==> src/rtl/aligner_pkg.sv <==
package aligner_pkg;
  // Strobes from a lane's search controller to its gearbox.
  typedef struct packed {
    logic slip;  // drop the oldest buffered bit on the next clock
  } laneStrobe_t;
endpackage

==> src/rtl/lane_gearbox.sv <==
module lane_gearbox #(
  parameter int IN_W   = 8,
  parameter int WORD_W = 10
) (
  input  logic                      clk,
  input  logic                      rstN,
  input  logic [IN_W-1:0]           din,
  input  aligner_pkg::laneStrobe_t  strobe,
  output logic [WORD_W-1:0]         wordOut,
  output logic                      wordValid
);
  // Buffer holds at most WORD_W-1 leftover bits plus one new input group.
  localparam int BUF_W  = WORD_W - 1 + IN_W;
  localparam int FILL_W = $clog2(BUF_W + 1);

  logic [BUF_W-1:0]  bufQ;
  logic [FILL_W-1:0] fillQ;
  logic [BUF_W-1:0]  bufShift;
  logic [FILL_W-1:0] fillSum;
  logic              emit;

  always_comb begin
    // The oldest valid bit sits at position fillQ-1; new bits enter at the bottom.
    bufShift = (bufQ << IN_W) | BUF_W'(din);
    fillSum  = fillQ + FILL_W'(IN_W) - FILL_W'(strobe.slip);
    emit     = fillSum >= FILL_W'(WORD_W);
  end

  always_ff @(posedge clk) begin
    if (!rstN) begin
      bufQ      <= '0;
      fillQ     <= '0;
      wordOut   <= '0;
      wordValid <= 1'b0;
    end else begin
      bufQ      <= bufShift;
      wordValid <= emit;
      if (emit) begin
        wordOut <= WORD_W'(bufShift >> (fillSum - FILL_W'(WORD_W)));
        fillQ   <= fillSum - FILL_W'(WORD_W);
      end else begin
        fillQ   <= fillSum;
      end
    end
  end

  // leftover bits never form a complete word.
  p_fill_bound_r1: assert property (@(posedge clk) disable iff (!rstN)
    fillQ < FILL_W'(WORD_W));

  // once bits are buffered, a clock without a word is followed by a word.
  p_no_double_gap_r1: assert property (@(posedge clk) disable iff (!rstN)
    (!wordValid && fillQ != '0) |=> wordValid);
endmodule

==> src/rtl/lane_align_ctrl.sv <==
module lane_align_ctrl #(
  parameter int WORD_W     = 10,
  parameter int LOCK_COUNT = 16,
  parameter int SETTLE     = 3
) (
  input  logic                      clk,
  input  logic                      rstN,
  input  logic                      trainingEn,
  input  logic [WORD_W-1:0]         trainWord,
  input  logic [WORD_W-1:0]         wordIn,
  input  logic                      wordValid,
  output aligner_pkg::laneStrobe_t  strobe,
  output logic                      locked,
  output logic                      slipErr
);
  localparam int MATCH_W  = $clog2(LOCK_COUNT);
  localparam int SLIP_W   = $clog2(WORD_W);
  localparam int SETTLE_W = $clog2(SETTLE + 1);

  logic [MATCH_W-1:0]  matchQ;
  logic [SLIP_W-1:0]   slipCntQ;
  logic [SETTLE_W-1:0] settleQ;
  logic                slipQ;

  assign strobe.slip = slipQ;

  always_ff @(posedge clk) begin
    if (!rstN) begin
      matchQ   <= '0;
      slipCntQ <= '0;
      settleQ  <= '0;
      slipQ    <= 1'b0;
      locked   <= 1'b0;
      slipErr  <= 1'b0;
    end else begin
      slipQ <= 1'b0;
      if (trainingEn && wordValid) begin
        if (settleQ != '0) begin
          settleQ <= settleQ - 1'b1;
        end else if (wordIn == trainWord) begin
          if (!locked) begin
            if (matchQ == MATCH_W'(LOCK_COUNT - 1)) begin
              locked   <= 1'b1;
              slipErr  <= 1'b0;
              slipCntQ <= '0;
              matchQ   <= '0;
            end else begin
              matchQ <= matchQ + 1'b1;
            end
          end
        end else begin
          locked  <= 1'b0;
          matchQ  <= '0;
          slipQ   <= 1'b1;
          settleQ <= SETTLE_W'(SETTLE);
          if (slipCntQ == SLIP_W'(WORD_W - 1)) begin
            slipCntQ <= '0;
            slipErr  <= 1'b1;
          end else begin
            slipCntQ <= slipCntQ + 1'b1;
          end
        end
      end
    end
  end

  // a slip is only issued when training was high at the deciding edge.
  p_slip_needs_training_r8: assert property (@(posedge clk) disable iff (!rstN)
    slipQ |-> $past(trainingEn));

  // with training low, the lock flag holds its value.
  p_lock_hold_idle_r8: assert property (@(posedge clk) disable iff (!rstN)
    !$past(trainingEn) |-> $stable(locked));

  // lock and the exhausted-search flag exclude each other.
  p_lock_err_excl_r6: assert property (@(posedge clk) disable iff (!rstN)
    locked |-> !slipErr);
endmodule

==> src/rtl/lane_word_aligner.sv <==
module lane_word_aligner #(
  parameter int LANES      = 4,
  parameter int IN_W       = 8,
  parameter int WORD_W     = 10,
  parameter int LOCK_COUNT = 16,
  parameter int SETTLE     = 3
) (
  input  logic                      clk,
  input  logic                      rstN,
  input  logic [LANES*IN_W-1:0]     laneData,
  input  logic                      trainingEn,
  input  logic [WORD_W-1:0]         trainWord,
  output logic [LANES*WORD_W-1:0]   wordOut,
  output logic [LANES-1:0]          wordValid,
  output logic [LANES-1:0]          laneLocked,
  output logic [LANES-1:0]          laneError,
  output logic                      allAligned
);
  aligner_pkg::laneStrobe_t strobes [LANES];

  for (genvar n = 0; n < LANES; n++) begin : g_lane
    lane_gearbox #(.IN_W(IN_W), .WORD_W(WORD_W)) u_gear (
      .clk       (clk),
      .rstN      (rstN),
      .din       (laneData[n*IN_W +: IN_W]),
      .strobe    (strobes[n]),
      .wordOut   (wordOut[n*WORD_W +: WORD_W]),
      .wordValid (wordValid[n])
    );

    lane_align_ctrl #(.WORD_W(WORD_W), .LOCK_COUNT(LOCK_COUNT), .SETTLE(SETTLE)) u_ctrl (
      .clk        (clk),
      .rstN       (rstN),
      .trainingEn (trainingEn),
      .trainWord  (trainWord),
      .wordIn     (wordOut[n*WORD_W +: WORD_W]),
      .wordValid  (wordValid[n]),
      .strobe     (strobes[n]),
      .locked     (laneLocked[n]),
      .slipErr    (laneError[n])
    );
  end

  assign allAligned = &laneLocked;
endmodule

==> config.mk <==
export PLATFORM = sky130hd
export DESIGN_NAME = lane_word_aligner
export DESIGN_NICKNAME = d
export VERILOG_FILES = /design/src/rtl/aligner_pkg.sv /design/src/rtl/lane_gearbox.sv /design/src/rtl/lane_align_ctrl.sv /design/src/rtl/lane_word_aligner.sv
export SDC_FILE = /design/constraint.sdc
export NUM_CORES = 1
export LEC_CHECK = 0
export BUFFER_PORTS_ARGS = -buffer_cell sky130_fd_sc_hd__buf_2
export CAP_MARGIN = 20
export CORE_UTILIZATION = 55
export DETAILED_ROUTE_END_ITERATION = 16
export PLACE_DENSITY = 0.85
export RECOVER_POWER = 50
export SLEW_MARGIN = 20
export SYNTH_ARGS = -nofsm -noshare
export SYNTH_HDL_FRONTEND = slang
export SYNTH_HIERARCHICAL = 1
export SYNTH_SLANG_ARGS = --single-unit
==> constraint.sdc <==
create_clock -name clk -period 4.8 [get_ports clk]
set_input_delay 0.96 -clock clk [delete_from_list [all_inputs] [get_ports clk]]
set_output_delay 0.96 -clock clk [all_outputs]
set_load 0.01 [all_outputs]
==> flow_summary.ini <==
[status]
status = complete, but fails checks
failed_checks = capacitance limit, slew limit

[timing]
maxSlewViolCount = 44
fmax_ghz = 0.266
post-route-period-util_pct = 78.4
finalClockSkew_ns = 0.00495
max_slew.worst_pin.slew_ns = 1.95
period_minus_slack_ns = 3.76
rsz0062_at_grt = false
timing.hold.ws_ns = 0.473
setup_viol = 0
relSlewSlack_pct = -30.2
setup_tns_ns = 0
hold_viol_final = 0

[clocking]
cts_sinks = 152
ctsHoldBuffers = 0
ctsResizeCount = 0
cts-buffers-inserted = 17
cts_setup_buffers = 0
clk_pin_slew_worst_paths_ns = 0.06
clock_latency_ns = 0.43
h-tree-depth = 4
cts_tree = yes
clk_path_buf_depth = 2
clockRootBuffer = clkbuf_16

[floorplan]
core_um2 = 17500
start_util_pct = 57.0
die_w_um = 137
die_h_um = 137
rows = 48
die-area_um2 = 18700
io_pins = 98

[setup_path]
crit_arrival_ns = 4.13
crit_path_max_fanout = 43
cpPeakStageDelay_ns = 1.37
start_kind = input pin
crit_required_ns = 5.17
worstSetupPathType = input pin to flip-flop
cp-end-kind = flip-flop
r2r_end = g_lane[0].u_gear/wordOut[4]
worstRegToRegCells = 11
r2r_slack_ns = 1.22
crit_path_start = rstN
r2r-start = g_lane[0].u_gear/fillQ[0]
worstPathCellList = clkbuf_1, clkbuf_1, o21a_1, a311oi_2, a21oi_1, a32o_1
crit_path_frequent_cell = clkbuf_1
slowest_stage = clkbuf_1

[grt]
grt_first_pass_wirelength_mm = 39.4
grt_max_degree = 46
grt_use_met3_pct = 5.26
busiest_layer = met2
grt_usage_pct = 26.9
grt_use_met2_pct = 45.0
overflow = 0
antenna_found_initial = 0
gr-usage-met1_pct = 33.6
first_global_vias = 8035

[cells_and_area]
antenna_cells = 0
nets = 1242
layout-drive-gt1-share_pct = 19.7
layout.cells.non_filler = 1395
syn2layout_area_growth_pct = 11.4

[synth]
yosysSeqAreaShare_pct = 30.4
synth_top_family_by_area = simple AND/OR/NAND/NOR gates
synth_compound_area_share_pct = 16.3
synth_ff_type = dfxtp_1
netlist_instances = 1079
synth_edf_count = 0
synth_warnings = 6
synthArstFlopShare_pct = 0
synth-simple-area-share_pct = 18.9
syn_nets = 1164
synth_fa_ha_area_share_pct = 5.00
synth_xor_area_share_pct = 6.54
syn-mean-instance-area_um2 = 9.27
synth.area.mux_share_pct = 18.1
syn_area_um2 = 10000
yosysUniqueCellTypes = 74
synth-seq-cells = 152

[drt]
vias = 8541
routed_wl_mm = 24.5
drc = 0
ant_nets = 0
routedWlPerCell_um = 17.6
viasPerCell = 6.12
dr.pass1.iters = 5
drtIter0Drc = 483

[hold_path]
hold_depth = 2
hold_class = flip-flop to flip-flop
hold_path_end = g_lane[2].u_ctrl/slipErr
min_from = g_lane[2].u_ctrl/slipErr

[placement]
dp.cells = 1363
place_congestion = 0.943
port_buffers = 97
hpwl_mm = 17.9

[power_and_ir_drop]
p_leak_nw = 4.67
ir_drop_uv = 545
power.density_nw_per_um2 = 800
p_total_mw = 8.91

[flow_run]
cap_violations = 1
sequential cells by signal (all words and copies together) (netlist names):
register and count:
g_lane.u_ctrl/locked 4, g_lane.u_ctrl/matchQ 16, g_lane.u_ctrl/settleQ 8, g_lane.u_ctrl/slipCntQ 16, g_lane.u_ctrl/slipErr 4, g_lane.u_ctrl/strobe 4, g_lane.u_gear/bufQ 36, g_lane.u_gear/fillQ 20
g_lane.u_gear/wordOut 40, g_lane.u_gear/wordValid 4
cells by family after synthesis:
family / Yosys count
fa+ha+maj: 40
buf+inv: 99
xor+xnor: 67
flops: 152
mux: 157
simple gates: 355
compound gates: 209
cell usage after synthesis, drive strengths merged, types with 15 or more instances:
library cell	count	area share, %
a211oi	15	1.5
a21oi	37	2.1
and2	43	2.7
and3	25	1.7
buf	26	1.9
clkbuf	17	0.64
dfxtp	152	30
ha	40	5.0
inv	55	2.1
mux2	65	7.4
mux2i	80	8.0
nand2	137	5.1
nand3	22	1.3
nor2	39	1.5
o21ai	37	1.9
o22ai	16	1.0
xnor2	23	2.7
xor2	44	3.9
critical path, delay by kind of cell:
family          cells  cell delay, ns
compound gates      4            1.01
buf+inv             2            2.14
layout by cell type (no fill, tap or decap), types with 17 or more instances in the layout:
| cell type | instances |
|---|---|
| ha_1 | 40 |
| clkbuf_1 | 55 |
| dfxtp_1 | 152 |
| inv_1 | 51 |
| mux2_2 | 63 |
| and3_1 | 18 |
| clkbuf_16 | 17 |
| nand2_1 | 137 |
| and2_1 | 30 |
| o21ai_0 | 35 |
| nor2_1 | 39 |
| buf_2 | 44 |
| nand3_1 | 18 |
| mux2i_1 | 80 |
| xnor2_1 | 17 |
| a21oi_1 | 32 |
| xor2_1 | 44 |
per-stage QoR:
step,area [um^2],util [%],worst slack [ns]
after detailed placement,10600,60.2,1.31
after floorplan,10000,-,2.19
after global routing,11100,63.5,0.835
after CTS,11200,64.0,1.27
after global placement,10600,60.2,1.44
final,11100,63.5,1.04
power by group:
group	internal, mW	total (mW)	switching, mW	leakage, nW
sequential	1.49	1.68	0.191	1.24
combinational	2.40	5.73	3.33	3.11
clock	0.964	1.50	0.536	0.323
per-layer routing:
metal | vias up | share of wire [%]
met4 | 0 | 3.2
met1 | 4109 | 43
met5 | - | 0
met2 | 299 | 48
li1 | 4072 | -
met3 | 61 | 5.8
worst max-delay path by stage:
| stage | slack, ns | endpoint | cells after the start |
|---|---|---|---|
| global placement | 1.44 | g_lane[1].u_gear/wordOut[4] | 11 |
| global route | 0.84 | g_lane[1].u_gear/wordOut[1] | 6 |
| CTS | 1.27 | g_lane[0].u_gear/wordOut[4] | 11 |
| detailed placement | 1.31 | g_lane[0].u_gear/wordOut[4] | 11 |
| floorplan | 2.19 | g_lane[2].u_gear/wordOut[0] | 12 |
| finish | 1.04 | g_lane[1].u_gear/wordOut[1] | 6 |
final cells by class:
type | instances | area, um^2
Clock inverter | 11 | 194
Timing Repair Buffer | 102 | 453
Multi-Input combinational cell | 828 | 6490
Sequential cell | 152 | 3040
Fill cell | 1443 | 6390
Tap cell | 225 | 282
Clock buffer | 21 | 470
Inverter | 56 | 210
No activity file was read; power rests on OpenSTA's default activity.
